==> src/rtl/lmseg_pkg.sv <==
package lmseg_pkg;
    localparam int SEL_W = 16;

    localparam logic [2:0] SEG_ES = 3'd0;
    localparam logic [2:0] SEG_CS = 3'd1;
    localparam logic [2:0] SEG_SS = 3'd2;
    localparam logic [2:0] SEG_DS = 3'd3;
    localparam logic [2:0] SEG_FS = 3'd4;
    localparam logic [2:0] SEG_GS = 3'd5;

    localparam logic [7:0] VEC_UD = 8'd6;
    localparam logic [7:0] VEC_NP = 8'd11;
    localparam logic [7:0] VEC_SS = 8'd12;
    localparam logic [7:0] VEC_GP = 8'd13;

    typedef struct packed {
        logic             valid;
        logic             load;
        logic             fault;
        logic [7:0]       vector;
        logic [SEL_W-1:0] errcode;
    } verdict_t;
endpackage

==> src/rtl/lmseg_rights.sv <==
module lmseg_rights
    import lmseg_pkg::*;
#(
    parameter bit CHECK_DSES_PRESENT = 1'b0
) (
    input  logic       is_ss,
    input  logic       is_fsgs,
    input  logic       is_dses,
    input  logic [1:0] cpl,
    input  logic [1:0] rpl,
    input  logic       s_bit,
    input  logic [3:0] typ,
    input  logic [1:0] dpl,
    input  logic       present,
    output logic       rights_fault,
    output logic       present_fault,
    output logic [7:0] present_vec
);
    logic is_code, rw_bit, conforming;
    logic ss_ok, data_type_ok, priv_bad;
    logic dses_np;

    always_comb begin
        is_code      = typ[3];
        rw_bit       = typ[1];
        conforming   = is_code && typ[2];
        ss_ok        = s_bit && !is_code && rw_bit && (rpl == cpl) && (dpl == cpl);
        data_type_ok = s_bit && (!is_code || rw_bit);
        priv_bad     = !conforming && (rpl > dpl) && (cpl > dpl);
        rights_fault = is_ss ? !ss_ok : (!data_type_ok || priv_bad);
    end

    generate
        if (CHECK_DSES_PRESENT) begin : g_dses_chk
            assign dses_np = is_dses && !present;
        end else begin : g_dses_skip
            assign dses_np = 1'b0;
        end
    endgenerate

    always_comb begin
        present_fault = !present && (is_ss || is_fsgs);
        present_vec   = is_ss ? VEC_SS : VEC_NP;
        if (dses_np) begin
            present_fault = 1'b1;
            present_vec   = VEC_NP;
        end
    end
endmodule

==> config.mk <==
export PLATFORM = sky130hd
export DESIGN_NAME = lmseg_rights
export DESIGN_NICKNAME = d
export VERILOG_FILES = /design/src/rtl/lmseg_pkg.sv /design/src/rtl/lmseg_rights.sv
export SDC_FILE = /design/constraint.sdc
export NUM_CORES = 1
export LEC_CHECK = 0
export ABC_AREA = 1
export BUFFER_PORTS_ARGS = -buffer_cell sky130_fd_sc_hd__buf_2
export CAP_MARGIN = 25
export CORE_AREA = 2 2 39 41
export DETAILED_ROUTE_END_ITERATION = 16
export DIE_AREA = 0 0 41 43
export PLACE_DENSITY = 0.49
export SLEW_MARGIN = 20
export SYNTH_ARGS = -nofsm -noshare
export SYNTH_HDL_FRONTEND = slang
export SYNTH_SLANG_ARGS = --single-unit
==> constraint.sdc <==
create_clock -name vclk -period 2.35
set_input_delay 0.235 -clock vclk [all_inputs]
set_output_delay 0.235 -clock vclk [all_outputs]
set_load 0.01 [all_outputs]
Word-level counts from Yosys, hierarchy flattened:

Cells that the tools add are included.

* register bits after elaboration: 0
* input bits: 15
* output and inout port bits: 10

* $lt $le $gt $ge: 2
* equality and inequality tests: 2
* muxes and demuxes: 2
* reductions and logical operators: 17

Operators by type and width (count)
* $logic_and 1x1->1: 9
* $logic_not 1->1: 5
* $eq 2x2->1: 2
* $gt 2x2->1: 2
* $logic_or 1x1->1: 3
* $mux 3: 1
* $mux 1: 1

Longest topological paths before layout:

* depth after elaboration: 7
* gate-level depth with buffers: 9

Worst setup path after synthesis:

No wires, ideal clock.

* path type: input -> output
* from: in dpl[1]
* to: out rights_fault
* arrival: 987 ps
* setup slack: 1128 ps
* stages: 7
* path buffers: 0
* path through: inv_1 ha_1 nand2_1 nand3_1 nor2_1 nor2_1 nor2_1

* word-level cells in the longest chain between the ends: 5
* elaborated cells between the ends (all ways): 9
* those cells by class: order compare: 2; eq/ne: 1; mux: 1; reduce/logical: 5

RTL lines
* start, declared: line lmseg_rights.sv:13 `input logic [1:0] dpl,`
* $gt 2x2->1: line lmseg_rights.sv:29 `priv_bad = !conforming && (rpl > dpl) && (cpl > dpl);`
* $logic_and 1x1->1 (2 in a row): line lmseg_rights.sv:29
* $logic_or 1x1->1: line lmseg_rights.sv:30 `rights_fault = is_ss ? !ss_ok : (!data_type_ok || priv_bad);`
* $mux 1 *: line lmseg_rights.sv:30
* end, declared: line lmseg_rights.sv:15 `output logic rights_fault,`

Mark *: on every way between the ends. The rest lies on a longest branch, timed or not.

Worst setup path in the final report:

* from: in cpl[1]
* to: out rights_fault

* word-level cells in the longest chain between the ends: 5
* elaborated cells between the ends (all ways): 9
* those cells by class: order compare: 1; eq/ne: 2; mux: 1; reduce/logical: 5

RTL lines
* start, declared: line lmseg_rights.sv:9 `input logic [1:0] cpl,`
* $eq 2x2->1: line lmseg_rights.sv:27 `ss_ok = s_bit && !is_code && rw_bit && (rpl == cpl) && (dpl == cpl);`
* $logic_and 1x1->1 (2 in a row): line lmseg_rights.sv:27
* $logic_not 1->1: line lmseg_rights.sv:30
* $mux 1 *: line lmseg_rights.sv:30

Marked as above.

==> reports/qor.csv <==
metric,value,unit
post-route-util,23.1,%
crit_path_max_incr_delay,300,ps
rows,14,
cp.required,2120,ps
gp_congestion,0.687,
synth_area,251,sq um
initial_core_util,18.2,%
arrival,1170,ps
ctsResizeCount,0,
status,"finished, final reports clean",
drc,0,
yosysWarningCount,0,
vias,277,
postSynthCellCount,47,
grt_pass1_wl,696,um
nFlopsAndLatches,0,
finalMaxSlewViolations,0,
register_area,0,sq um
die_h,43,um
wl_per_cell,6.04,um
io_buffers,18,
ant_nets,0,
core_area,0.00138,sq mm
hold_violations,0,
antenna_found_initial,0,
tns,0,ps
drtIter0Drc,1,
start_kind,primary input,
synthTopCellsByCount,"nand2_1 (13), inv_1 (10), buf_4 (7)",
antenna-diode-count,0,
final_nets,82,
ys_types,10,
period_needed,1400,ps
cap_violations,0,
fmax,714,MHz
drive_gt1_share,31.1,%
min_path_type,primary input to output pin,
hpwl,458,um
fin_crit_sh,59.6,%
worstSetupPathType,primary input to output pin,
synth_top_area_share,20.9,%
crit_chain,"buf_2, ha_1, nand2_1, nand3_1, nor2_1, nor2_1, nor2_1, buf_2",
endpoint_kind,output pin,
seq_area_frac_synth,0,%
synth_area_leaders,"buf_4 (21%), ha_1 (20%), nand2_1 (19%), inv_1 (15%), nor2_1 (9.0%)",
crit_top_cell,nor2_1,
postCtsSetupBuffers,0,
grt_max_degree,5,
drt-total-wl,465,um
power_leakage,0.213,nW
grt-ovfl-total,0,
ios,25,
cpMaxStageDelayCell,ha_1,
dieArea,0.00176,sq mm
yosysTopAreaCell,buf_4,
area_delta_synth_final,27.4,%
min-delay-start,present,
drt-pass1-iter-count,4,
finalSetupViolCount,0,
cp_max_fo,2,
power_density,157,mW/mm^2
syn_area_per_cell,5.35,sq um
die_width,41,um
num-clock-buffers,0,
synth_most_common_cell,nand2_1,
viasPerCell,3.60,
hold-path-endpoint,present_fault,
rsz0062_at_grt,false,
worst_ir_drop_vdd,0.0411,mV
track_usage,5.19,%
whs_path_depth,3,
holdBufCountCts,0,
grt_pass1_vias,213,
==> per-layer routing <==
layer / global-route usage, % / share of wire (%) / vias to the layer above
met5: 0 / 0 / -
met4: 0 / 0 / 0
met3: 0 / 12 / 0
met2: 9.69 / 45 / 15
met1: 6.65 / 43 / 107
li1: - / - / 155
==> worst max-delay path, delay by kind of cell <==
| family | cells | cell delay [ps] |
|---|---|---|
| buffers and inverters | 2 | 240 |
| AND/OR/NAND/NOR | 5 | 400 |
| adder cells (fa/ha/maj) | 1 | 300 |
==> power by group <==
| group | switching (mW) | leakage (nW) | internal, mW |
|---|---|---|---|
| Combinational | 0.0280 | 0.213 | 0.0223 |
| Clock | 0 | 0 | 0 |
| Sequential | 0 | 0 | 0 |
| Total | 0.0280 | 0.213 | 0.0223 |
==> worst max path at each step <==
stage	from	end	cells past startpoint	slack (ps)
detailed placement	cpl[1]	rights_fault	8	930
floorplan	dpl[1]	rights_fault	7	1130
CTS	cpl[1]	rights_fault	8	930
global route	dpl[1]	rights_fault	9	830
finish	cpl[1]	rights_fault	8	950
global placement	cpl[1]	rights_fault	8	940
==> final cells by class <==
type | instances | area (sq um)
fill | 181 | 1060
inverter | 10 | 37.5
tap | 16 | 20.0
timing repair buffer | 18 | 90.1
multi-input combinational | 33 | 173
==> placed cells by master (no fill, tap or decap) <==
master,n
nand3_1,2
a21oi_1,1
nor3_2,1
nor2_1,6
nand2_1,13
buf_2,18
ha_1,4
conb_1,5
inv_1,10
o211ai_1,1
==> metrics by stage <==
stage / instances / instance area, sq um / setup slack [ps] / total power, mW / hold WS [ps]
final: 77 / 320 / 949 / 0.0503 / 700
after global routing: 77 / 320 / 830 / 0.0590 / 727
after CTS: 77 / 320 / 932 / 0.0514 / 702
after detailed placement: 77 / 320 / 932 / 0.0512 / 701
after global placement: 77 / 320 / 936 / 0.0511 / 699
after floorplan: 50 / 263 / 1130 / 0.0382 / 518
==> kinds of logic (layout without fill, tap and decap cells) <==
family                   count (synthesis)  count (layout)  share of synthesized area, %
AO/OA/AOI/OAI                            2               2                          4.97
adder cells (fa/ha/maj)                  4               4                          19.9
buffers and inverters                   17              28                          35.8
other                                    2               5                          2.99
AND/OR/NAND/NOR                         22              22                          36.3
Note: power is estimated with default switching activity, not from simulation.
